<file path="config.mk">
export PLATFORM = sky130hd
export DESIGN_NAME = pctrk_commit_pc
export DESIGN_NICKNAME = d
export VERILOG_FILES = /design/src/rtl/pctrk_pkg.sv /design/src/rtl/pctrk_field.sv /design/src/rtl/pctrk_arch_state.sv /design/src/rtl/pctrk_redirect.sv /design/src/rtl/pctrk_commit_pc.sv
export SDC_FILE = /design/constraint.sdc
export NUM_CORES = 1
export LEC_CHECK = 0
export BUFFER_PORTS_ARGS = -buffer_cell sky130_fd_sc_hd__buf_4
export CELL_PAD_IN_SITES_DETAIL_PLACEMENT = 1
export CELL_PAD_IN_SITES_GLOBAL_PLACEMENT = 1
export CORE_ASPECT_RATIO = 1.5
export CORE_MARGIN = 2
export CORE_UTILIZATION = 25
export DETAILED_ROUTE_END_ITERATION = 6
export PLACE_DENSITY = 0.68
export SETUP_SLACK_MARGIN = 0.1
export SLEW_MARGIN = 25
export SYNTH_ARGS = -nofsm -noshare
export SYNTH_HDL_FRONTEND = slang
export SYNTH_HIERARCHICAL = 1
export SYNTH_SLANG_ARGS = --single-unit
</file>
<file path="constraint.sdc">
create_clock -name clk -period 0.9 [get_ports clk]
set_input_delay 0.18 -clock clk [delete_from_list [all_inputs] [get_ports clk]]
set_output_delay 0.18 -clock clk [all_outputs]
set_load 0.1 [all_outputs]
</file>
<file path="src/rtl/pctrk_pkg.sv">
package pctrk_pkg;

    // Restart request emitter states
    typedef enum logic [1:0] {
        RD_IDLE   = 2'd0,
        RD_FULL   = 2'd1,
        RD_BRANCH = 2'd2
    } rd_state_e;

endpackage

</file>
<file path="src/rtl/pctrk_field.sv">
module pctrk_field #(
    parameter int W = 32
) (
    input  logic         clk,
    input  logic         rst_n,
    input  logic         upd_en,
    input  logic [W-1:0] upd_val,
    input  logic         wr_en,
    input  logic [W-1:0] wr_val,
    output logic [W-1:0] q
);

    // Retirement update has priority over an external write
    always_ff @(posedge clk or negedge rst_n) begin
        if (!rst_n)
            q <= '0;
        else if (upd_en)
            q <= upd_val;
        else if (wr_en)
            q <= wr_val;
    end

endmodule

</file>
<file path="src/rtl/pctrk_arch_state.sv">
module pctrk_arch_state #(
    parameter int AW         = 32,
    parameter int UW         = 8,
    parameter int INST_BYTES = 4
) (
    input  logic          clk,
    input  logic          rst_n,
    input  logic          cmt_valid,
    input  logic [AW-1:0] cmt_npc,
    input  logic [AW-1:0] cmt_nnpc,
    input  logic [UW-1:0] cmt_nupc,
    input  logic [2:0]    wa_en,
    input  logic [AW-1:0] wa_val [3],
    input  logic [1:0]    wu_en,
    input  logic [UW-1:0] wu_val [2],
    output logic [AW-1:0] a_q [3],
    output logic [UW-1:0] u_q [2]
);

    localparam logic [AW-1:0] STEP   = AW'(INST_BYTES);
    localparam logic [UW-1:0] USTEP  = UW'(1);
    localparam int            NADDR  = 3;
    localparam int            NUOP   = 2;

    // index 0: current, 1: successor, 2: two-ahead
    logic [AW-1:0] a_upd [NADDR];
    // index 0: current micro-op, 1: next micro-op
    logic [UW-1:0] u_upd [NUOP];

    // Capture the retiring op's successor fields, then step forward once
    always_comb begin
        a_upd[0] = cmt_npc;
        a_upd[1] = cmt_nnpc;
        a_upd[2] = cmt_nnpc + STEP;
        u_upd[0] = cmt_nupc;
        u_upd[1] = cmt_nupc + USTEP;
    end

    for (genvar i = 0; i < NADDR; i++) begin : g_addr
        pctrk_field #(.W(AW)) u_fld (
            .clk     (clk),
            .rst_n   (rst_n),
            .upd_en  (cmt_valid),
            .upd_val (a_upd[i]),
            .wr_en   (wa_en[i]),
            .wr_val  (wa_val[i]),
            .q       (a_q[i])
        );
    end

    for (genvar j = 0; j < NUOP; j++) begin : g_uop
        pctrk_field #(.W(UW)) u_fld (
            .clk     (clk),
            .rst_n   (rst_n),
            .upd_en  (cmt_valid),
            .upd_val (u_upd[j]),
            .wr_en   (wu_en[j]),
            .wr_val  (wu_val[j]),
            .q       (u_q[j])
        );
    end

endmodule

</file>
<file path="src/rtl/pctrk_redirect.sv">
module pctrk_redirect
    import pctrk_pkg::*;
#(
    parameter int AW = 32,
    parameter int UW = 8
) (
    input  logic          clk,
    input  logic          rst_n,
    input  logic          flush,
    input  logic          mispred,
    input  logic [AW-1:0] st_pc,
    input  logic [AW-1:0] st_npc,
    input  logic [UW-1:0] st_nupc,
    input  logic [AW-1:0] ex_bad_pc,
    input  logic [AW-1:0] ex_npc,
    input  logic [AW-1:0] ex_nnpc,
    input  logic [UW-1:0] ex_nupc,
    output logic          redir_valid,
    output logic          redir_branch,
    output logic [AW-1:0] redir_pc,
    output logic [AW-1:0] redir_npc,
    output logic [UW-1:0] redir_upc,
    output logic [AW-1:0] redir_bad_pc
);

    rd_state_e     state, state_nx;
    logic [AW-1:0] pl_pc, pl_npc, pl_bad;
    logic [UW-1:0] pl_upc;

    // Transitions: any state -> RD_FULL on flush,
    // -> RD_BRANCH on mispred without flush, otherwise -> RD_IDLE
    always_comb begin
        if (flush)
            state_nx = RD_FULL;
        else if (mispred)
            state_nx = RD_BRANCH;
        else
            state_nx = RD_IDLE;
    end

    // State register
    always_ff @(posedge clk or negedge rst_n) begin
        if (!rst_n)
            state <= RD_IDLE;
        else
            state <= state_nx;
    end

    // Payload captured together with the state
    always_ff @(posedge clk or negedge rst_n) begin
        if (!rst_n) begin
            pl_pc  <= '0;
            pl_npc <= '0;
            pl_upc <= '0;
            pl_bad <= '0;
        end else if (flush) begin
            pl_pc  <= st_pc;
            pl_npc <= st_npc;
            pl_upc <= st_nupc;
            pl_bad <= '0;
        end else if (mispred) begin
            pl_pc  <= ex_npc;
            pl_npc <= ex_nnpc;
            pl_upc <= ex_nupc;
            pl_bad <= ex_bad_pc;
        end
    end

    // Outputs
    always_comb begin
        redir_pc     = pl_pc;
        redir_npc    = pl_npc;
        redir_upc    = pl_upc;
        redir_bad_pc = pl_bad;
        unique case (state)
            RD_IDLE: begin
                redir_valid  = 1'b0;
                redir_branch = 1'b0;
            end
            RD_FULL: begin
                redir_valid  = 1'b1;
                redir_branch = 1'b0;
            end
            RD_BRANCH: begin
                redir_valid  = 1'b1;
                redir_branch = 1'b1;
            end
            default: begin
                redir_valid  = 1'b0;
                redir_branch = 1'b0;
            end
        endcase
    end

endmodule

</file>
<file path="src/rtl/pctrk_commit_pc.sv">
module pctrk_commit_pc #(
    parameter int AW         = 32,
    parameter int UW         = 8,
    parameter int INST_BYTES = 4
) (
    input  logic          clk,
    input  logic          rst_n,
    input  logic          cmt_valid,
    input  logic [AW-1:0] cmt_npc,
    input  logic [AW-1:0] cmt_nnpc,
    input  logic [UW-1:0] cmt_nupc,
    input  logic          flush,
    input  logic          mispred,
    input  logic [AW-1:0] ex_bad_pc,
    input  logic [AW-1:0] ex_npc,
    input  logic [AW-1:0] ex_nnpc,
    input  logic [UW-1:0] ex_nupc,
    input  logic          wr_pc_en,
    input  logic [AW-1:0] wr_pc_val,
    input  logic          wr_upc_en,
    input  logic [UW-1:0] wr_upc_val,
    input  logic          wr_npc_en,
    input  logic [AW-1:0] wr_npc_val,
    input  logic          wr_nnpc_en,
    input  logic [AW-1:0] wr_nnpc_val,
    input  logic          wr_nupc_en,
    input  logic [UW-1:0] wr_nupc_val,
    output logic [AW-1:0] pc_q,
    output logic [UW-1:0] upc_q,
    output logic [AW-1:0] npc_q,
    output logic [AW-1:0] nnpc_q,
    output logic [UW-1:0] nupc_q,
    output logic          redir_valid,
    output logic          redir_branch,
    output logic [AW-1:0] redir_pc,
    output logic [AW-1:0] redir_npc,
    output logic [UW-1:0] redir_upc,
    output logic [AW-1:0] redir_bad_pc
);

    logic [2:0]    wa_en;
    logic [AW-1:0] wa_val [3];
    logic [1:0]    wu_en;
    logic [UW-1:0] wu_val [2];
    logic [AW-1:0] a_q [3];
    logic [UW-1:0] u_q [2];

    always_comb begin
        wa_en     = {wr_nnpc_en, wr_npc_en, wr_pc_en};
        wa_val[0] = wr_pc_val;
        wa_val[1] = wr_npc_val;
        wa_val[2] = wr_nnpc_val;
        wu_en     = {wr_nupc_en, wr_upc_en};
        wu_val[0] = wr_upc_val;
        wu_val[1] = wr_nupc_val;
    end

    pctrk_arch_state #(
        .AW(AW), .UW(UW), .INST_BYTES(INST_BYTES)
    ) u_state (
        .clk       (clk),
        .rst_n     (rst_n),
        .cmt_valid (cmt_valid),
        .cmt_npc   (cmt_npc),
        .cmt_nnpc  (cmt_nnpc),
        .cmt_nupc  (cmt_nupc),
        .wa_en     (wa_en),
        .wa_val    (wa_val),
        .wu_en     (wu_en),
        .wu_val    (wu_val),
        .a_q       (a_q),
        .u_q       (u_q)
    );

    assign pc_q   = a_q[0];
    assign npc_q  = a_q[1];
    assign nnpc_q = a_q[2];
    assign upc_q  = u_q[0];
    assign nupc_q = u_q[1];

    pctrk_redirect #(.AW(AW), .UW(UW)) u_redir (
        .clk          (clk),
        .rst_n        (rst_n),
        .flush        (flush),
        .mispred      (mispred),
        .st_pc        (a_q[0]),
        .st_npc       (a_q[1]),
        .st_nupc      (u_q[1]),
        .ex_bad_pc    (ex_bad_pc),
        .ex_npc       (ex_npc),
        .ex_nnpc      (ex_nnpc),
        .ex_nupc      (ex_nupc),
        .redir_valid  (redir_valid),
        .redir_branch (redir_branch),
        .redir_pc     (redir_pc),
        .redir_npc    (redir_npc),
        .redir_upc    (redir_upc),
        .redir_bad_pc (redir_bad_pc)
    );

endmodule

</file>
# Word-level counts from Yosys, hierarchy flattened
# Index checks and enable logic that the tools add are counted.
# totals
reg_bits	218
latchBits	0
mem_bits_rw	0
mem_bits_ro	0
in_bits	298
output_inout_bits	218
wordCells	43
mem_count	0
# classes
n_addsub	2
n_mul	0
n_div	0
n_lt_le_gt_ge	0
n_eq_ne	2
n_shift	0
mux	22
n_bitwise	0
n_reduce_logical	7
# op_table
operator	n
$mux W32	12
$mux W8	6
$add A32 B3 Y32 const B	1
$reduce_bool A2 Y1	6
$add A8 B1 Y8 const B	1
$mux W2	2
$eq A2 B1 Y1 const B	1
$eq A2 B2 Y1 const B	1
$mux W1	2
$reduce_or A2 Y1	1

# Logic depth before layout (Yosys ltp)
# Gate-level depths: netlist (run 1).
# depth
ltp_word	3
mapped_depth	7
depth_no_buf	7

# Cells and area by module
# The synthesis (run 1) kept the hierarchy.
# by_module_without_submodules
module	instances	cells_per_inst	area_each_um2	seq_area_each_um2
pctrk_redirect	1	421	4712.0	2652.5
pctrk_field (u_state.g_addr[0].u_fld ...)	3	139	1515.2	800.8
pctrk_field (u_state.g_uop[0].u_fld ...)	2	34	372.9	200.2
pctrk_arch_state	1	97	684.4	0.0

# Worst setup path after synthesis (run 1)
# No wires, ideal clock.
# synth_path
kind	flip-flop to output port
startpoint	reg u_redir.state[0]
endpoint	out redir_valid
arrival_ns	1.198
t_required_ns	0.720
path_slack_ns	-0.478
path_stages_with_launch	4
n_path_buf	0
cell_sequence	dfrtp_1 -> inv_1 -> ha_1 -> inv_1
# synth_between
elab_chain_len	3
word_cells_on_any_way	4
cone_classes	eq/ne (2); mux (1); reduce/logical (1)
# synth_lines
item	line	text
from (decl)	pctrk_redirect.sv:26	rd_state_e state, state_nx;
from (signal assigned)	pctrk_redirect.sv:46	state <= state_nx;
$eq A2 B1 Y1 or $eq A2 B2 Y1 (tied branches)	pctrk_redirect.sv:75	unique case (state)
$reduce_or A2 Y1 (no line) (*)	-	
$mux W1 (*)	pctrk_redirect.sv:75	
to (decl)	pctrk_commit_pc.sv:33	output logic redir_valid,
# Every way passes the cells marked *; elsewhere a longest branch is shown, timed or not.

# Worst setup path in the final report (run 1)
# Ends and elaborated chain as after synthesis.

==> run summary, run 1 <==
Number of fill cells in the layout -> 4116
Vias -> 13000
CTS max path bufs -> 3
Layout cell share with drive strength beyond 1 -> 61.8%
Post-synthesis average cell area -> 10.7 µm²
Fin. Hold Viols -> 0
Vias in the first global route -> 14900
Netlist cell types -> 27
GP Congestion -> 0.872
CTS tree -> done
Num rows -> 92
Layout area overhead -> 141%
R2r worst-path depth -> 4
First-pass detailed-route iteration total -> 5
Residual DRC -> 0
Synth warnings -> 6
Most frequent cells in the layout -> buf_4 (379), dlygate4sd3_1 (285), buf_12 (240), dfrtp_4 (216), nand2_1 (134)
Clk Latency, worst-skew pair -> 550 ps
Port Buf Inserts -> 515
First-pass GRT wire length -> 98400 µm
Worst Setup End Kind -> output port
Most common cell after layout, fill and taps aside -> buf_4
Fmax -> 0.591 GHz
FF-to-FF setup slack -> -310 ps
Congestion Overflow GR -> 0
Worst hold path depth -> 2
Top delay family on crit path -> flip-flops
Overall Global Routing Usage -> 29.2%
Run status -> complete, but fails checks
Setup CP Type -> flip-flop to output port
CTS clk-pin slew, worst paths -> 60 ps
Post-DP HPWL -> 35800 µm
Crit-path cells -> inv_2, ha_4, clkinvlp_4, buf_6
Initial antenna violation count -> 19
Failing checks -> negative setup slack
Die Ht -> 257 µm
Hold Slack -> 4.10 ps
# setup viols final -> 375
Synth area leader -> dfrtp_1
Nets -> 2296
WL final -> 74800 µm
Net Count, Synth -> 1304
Worst-path maximum fanout -> 1
Die Footprint -> 44500 µm²
Critical Path Start Type -> flip-flop
Top-area cell type share of the netlist area -> 51.0%
Yosys reg bits -> 218
Number of vias per cell -> 5.01
Buf+Inv Stages, Crit Path -> 3
Register area share after synthesis -> 51.0%
Worst endpoint required time -> 720 ps
RSZ-0062 raised after global routing -> true
PwrDens -> 1660 nW/µm²
# clock sinks -> 218
Largest net degree at the start of global routing -> 48
Critical Path Max Stage Delay -> 400 ps
Setup TNS Final -> -125000 ps
I/O pin count -> 516
Hold crit path type -> primary input to flip-flop
Max-cap violations -> 0
Max-slew violation count -> 0
Synth area leaders -> dfrtp_1 (51%), mux2i_1 (20%), nand2_1 (6.8%), o21ai_1 (5.5%), o21ai_0 (2.9%)
Antenna Nets Post-Route -> 0
Total core area -> 42100 µm²
Initial Utilization -> 25.4%
VDD IR-drop max -> 1160 µV
Critical path arrival -> 1510 ps
Synthesized area -> 10700 µm²
Post-DR wirelength/cell -> 28.8 µm
Root Driver -> clkbuf_16
CP Depth -> 4
Final period util -> 188%
Total CTS buffers -> 24
PnR worst setup slack -> -792 ps
Clock Skew -> 32.5 ps
Worst slew pin tran -> 361 ps
Static Leakage -> 11.2 nW
Mapped Cells -> 1003
CTS HTree Levels -> 1
Die extent in x -> 173 µm
Final Critical Period -> 1690 ps
CP max-delay cell -> dfrtp_1
Initial DRC Count -> 637
Max_slew headroom -> 75.9%
-- cells by family after synthesis --
kind of cell / synth area share, %
AO/OA/AOI/OAI: 8.83
XOR/XNOR: 2.79
adder cells (fa/ha/maj): 0.351
buffers and inverters: 5.89
flip-flops: 51.0
multiplexers: 20.2
AND/OR/NAND/NOR: 10.9
-- power breakdown --
part	switching, W	internal, W
Combinational	0.0115	0.00791
Sequential	0.00146	0.0113
Clock	0.00465	0.00594
-- cells in the mapped netlist, drive strengths merged --
| cell | number |
|---|---|
| dfrtp | 218 |
| mux2i | 216 |
| nand2 | 194 |
| o21ai | 184 |
| buf | 60 |
| nor2 | 39 |
| xnor2 | 23 |
| nand3 | 16 |
| xor2 | 11 |
| nand4 | 10 |
| clkbuf | 9 |
| and3 | 7 |
| inv | 5 |
| ha | 3 |
| nor4 | 3 |
| nor3 | 2 |
| and4 | 1 |
| nor2b | 1 |
| or2 | 1 |
-- final cells by class --
| class | instances | area, µm² | area share, % |
|---|---|---|---|
| antenna | 20 | 50.0 | 0.194 |
| sequential | 218 | 6270 | 24.3 |
| multi-input combinational | 711 | 5980 | 23.2 |
| inverter | 5 | 22.5 | 0.0873 |
| timing repair buffer | 1035 | 12000 | 46.5 |
| clock buffer | 38 | 704 | 2.73 |
| clock inverter | 5 | 77.6 | 0.301 |
| tap | 564 | 706 | 2.73 |
-- metrics by stage --
stage	power [W]	instance area (µm²)	worst slack, ps	utilization, %	std cells
after floorplan	0.0211	11600	-428	-	1003
after global placement	0.0251	16700	-692	39.7	2132
after detailed placement	0.0253	16700	-747	39.7	2132
after CTS	0.0404	24200	-765	57.3	2539
after global routing	0.0437	25800	-827	61.2	2596
final	0.0428	25800	-792	61.2	2596
-- worst register-to-register path: cells and delay by family, from the launching register on --
family	cells	cell delay, ps
compound gates	1	140
flops	1	500
buf+inv	2	230
mux	1	210
-- flip-flops by register name, indices dropped and copies added (netlist names) --
name and flops:
u_redir/redir_upc 8, u_state/g_addr.u_fld/q 96, u_redir/redir_bad_pc 32, u_state/g_uop.u_fld/q 16, u_redir/state 2, u_redir/redir_npc 32
u_redir/redir_pc 32
-- worst paths after layout --
path / startpoint / to
setup / recovery: u_redir/state[0] / redir_valid
hold / removal: flush / u_redir/redir_npc[31]
setup reg to reg: u_state/g_addr[0].u_fld/q[25] / u_state/g_addr[0].u_fld/q[25]
hold reg to reg: u_state/g_addr[2].u_fld/q[0] / u_state/g_addr[2].u_fld/q[0]
max in group asynchronous: rst_n / u_state/g_addr[0].u_fld/q[6]
min in group asynchronous: rst_n / u_state/g_addr[0].u_fld/q[15]
-- what timing repair did --
item                                    CTS  global route
hold buffers                            286             0
pin swaps                                61           100
resized for setup                       781           330
endpoints found under the hold margin   434             0
setup buffers                            78            74
endpoints found under the setup margin  369           434
-- per-layer routing --
metal | vias up | GRT usage [%] | wire, µm
li1 | 5459 | - | -
met1 | 6570 | 28.4 | 24100
met2 | 679 | 56.2 | 40700
met3 | 306 | 5.39 | 3870
met4 | 0 | 18.5 | 6010
met5 | - | 0 | 0
No activity file was read; power rests on OpenSTA's default activity.
==> run 2, diff against run 1 <==
--- a/config.mk
+++ b/config.mk
@@ -6,11 +6,12 @@
 export NUM_CORES = 1
 export LEC_CHECK = 0
 export BUFFER_PORTS_ARGS = -buffer_cell sky130_fd_sc_hd__buf_4
-export CELL_PAD_IN_SITES_DETAIL_PLACEMENT = 1
+export CELL_PAD_IN_SITES_DETAIL_PLACEMENT = 0
 export CELL_PAD_IN_SITES_GLOBAL_PLACEMENT = 1
 export CORE_ASPECT_RATIO = 1.5
 export CORE_MARGIN = 2
 export CORE_UTILIZATION = 25
+export CTS_CLUSTER_DIAMETER = 120
 export DETAILED_ROUTE_END_ITERATION = 6
 export PLACE_DENSITY = 0.68
 export SETUP_SLACK_MARGIN = 0.1
==> run summary, run 2 (synthesized netlist as in run 1, its figures left out) <==
Hold crit path type -> primary input to flip-flop
Worst-path maximum fanout -> 1 (unchanged)
RR Endpoint -> u_state/g_addr[1].u_fld/q[21]
First-pass detailed-route iteration total -> 6 (+1)
Most Crowded Layer GR -> met2
# clock sinks -> 218 (unchanged)
Pre-CTS setup slack -> -724 ps (+22.8 ps)
Initial DRC Count -> 574 (-9.9%)
Run status -> complete, but fails checks
Failing checks -> negative hold slack, negative setup slack
CTS HTree Levels -> 1 (unchanged)
Met1 Usage GRT -> 23.2% (-5.2 points)
Worst slew pin tran -> 303 ps (-58.1 ps)
FF-to-FF setup slack -> -240 ps (+70 ps)
Reg2reg start -> u_state/g_addr[1].u_fld/q[21]
PwrDens -> 1650 nW/µm² (-0.16%)
I/O pin count -> 516 (unchanged)
Final Critical Period -> 1630 ps (-56.9 ps)
# setup viols final -> 329 (-12%)
Max_slew headroom -> 79.8% (+3.9 points)
Port Buf Inserts -> 515 (unchanged)
WL final -> 52400 µm (-30%)
Max-cap violations -> 0 (unchanged)
GR Util met3 -> 4.52% (-0.87 points)
CTS max path bufs -> 3 (unchanged)
Static Leakage -> 11.1 nW (-1.0%)
Grt met2 use -> 41.9% (-14 points)
Number of vias per cell -> 4.59 (-8.4%)
Worst endpoint required time -> 720 ps (about the same)
Sequential Area -> 6270 µm² (unchanged)
Overall Global Routing Usage -> 22.3% (-7.0 points)
CTS clk-pin slew, worst paths -> 60 ps (about the same)
Multi-input combinational cell area -> 5270 µm² (-12%)
GP Congestion -> 0.872 (unchanged)
Clock Skew -> 17.9 ps (-14.6 ps)
Layout area overhead -> 133%
Max-slew violation count -> 0 (unchanged)
HP Start -> flush
Initial Utilization -> 25.4% (unchanged)
Hold Slack -> -17.9 ps (-22.0 ps)
RSZ-0062 raised after global routing -> true
Largest net degree at the start of global routing -> 48 (unchanged)
Final period util -> 182% (-6.3 points)
Vias -> 11800 (-9.6%)
Post-DP HPWL -> 33300 µm (-7.0%)
Final std cells w/o fill -> 2563 (-1.3%)
CTS tree -> done
Largest register FFs -> 96 (unchanged)
Top reg by flops -> u_state/g_addr.u_fld/q
Root Driver -> clkbuf_16
Fmax -> 0.612 GHz (+3.5%)
CP endpoint -> redir_valid
Residual DRC -> 0 (unchanged)
Nets -> 2280 (-0.70%)
Critical path arrival -> 1450 ps (-60 ps)
Clk Latency, worst-skew pair -> 540 ps (about the same)
Initial antenna violation count -> 2 (-17)
Vias in the first global route -> 12900 (-13%)
Worst Setup SP -> u_redir/state[1]
Layout cell share with drive strength beyond 1 -> 56.4% (-5.3 points)
Congestion Overflow GR -> 0 (unchanged)
Fin. Hold Viols -> 2 (+2)
Most common cell after layout, fill and taps aside -> buf_4
Antenna Nets Post-Route -> 0 (unchanged)
Most frequent cells in the layout -> buf_4 (379), dlygate4sd3_1 (283), buf_12 (242), dfrtp_4 (216), mux2i_1 (190)
PnR worst setup slack -> -735 ps (+56.9 ps)
Post-DR wirelength/cell -> 20.4 µm (-29%)
Critical Path Start Type -> flip-flop
Num rows -> 92 (unchanged)
First-pass GRT wire length -> 77300 µm (-21%)
Setup CP Type -> flip-flop to output port
Total core area -> 42100 µm² (unchanged)
Total CTS buffers -> 25 (+4.2%)
R2r worst-path depth -> 4 (unchanged)
Worst Setup End Kind -> output port
Die extent in x -> 173 µm (unchanged)
End-of-flow core utilization -> 59.2% (-2.1 points)
Placed insts -> 2132 (unchanged)
VDD IR-drop max -> 1220 µV (+4.8%)
Die Footprint -> 44500 µm² (unchanged)
Die Ht -> 257 µm (unchanged)
Number of fill cells in the layout -> 3140 (-24%)
run 2: worst min path at each step:
stage                                     to  slack [ps]  cells after the start
2_1_floorplan               u_redir/state[0]        -120                      0
5_1_grt          u_state/g_uop[1].u_fld/q[1]          -4                      4
3_5_place_dp   u_state/g_addr[0].u_fld/q[15]          60                      1
4_1_cts          u_state/g_uop[1].u_fld/q[1]         -30                      4
3_3_place_gp   u_state/g_addr[0].u_fld/q[15]          60                      1
6_report               u_redir/redir_npc[31]         -20                      3
run 2: cell type report:
class / count / share of cell area [%]
clock inverters: 14 / 0.637
diodes: 2 / 0.0201
flip-flops and latches: 218 / 25.1
well taps: 564 / 2.83
inverters: 5 / 0.0903
repair buffers: 1018 / 47.4
clock buffers: 31 / 2.72
multi-input cells: 711 / 21.1
run 2: power by group:
| part | total (W) | leakage, nW | switching, W | internal (W) |
|---|---|---|---|---|
| clock network | 0.0107 | 0.417 | 0.00445 | 0.00623 |
| logic | 0.0180 | 8.29 | 0.0105 | 0.00754 |
| registers | 0.0126 | 2.43 | 0.00125 | 0.0113 |
| total | 0.0413 | 11.1 | 0.0162 | 0.0251 |
run 2: repair_timing:
item / 4_1_cts / 5_1_grt
endpoints found under the setup margin: 351 / 433
hold buffers: 283 / 1
endpoints found under the hold margin: 434 / 4
pin swaps: 52 / 76
resized for setup: 762 / 175
setup buffers: 76 / 50
run 2: stage by stage:
step / power, W / setup TNS (ps) / instance area, µm²
detailed placement: 0.0252 / -28490 / 16700
global route: 0.0425 / -124440 / 24900
floorplan: 0.0211 / -16860 / 11600
finish: 0.0413 / -114210 / 24900
CTS: 0.0407 / -116190 / 24100
global placement: 0.0251 / -27240 / 16700
run 2: metal layers:
layer / part of all wire (%) / routed length [µm]
met5: 0 / 0
met3: 5.6 / 2930
met4: 6.1 / 3200
met1: 34 / 18000
met2: 54 / 28300
run 2: critical path, stage by stage, from the launching register on:
cell	delay [ps]
dfrtp_1	400
ha_4	250
clkinvlp_4	60
buf_6	220
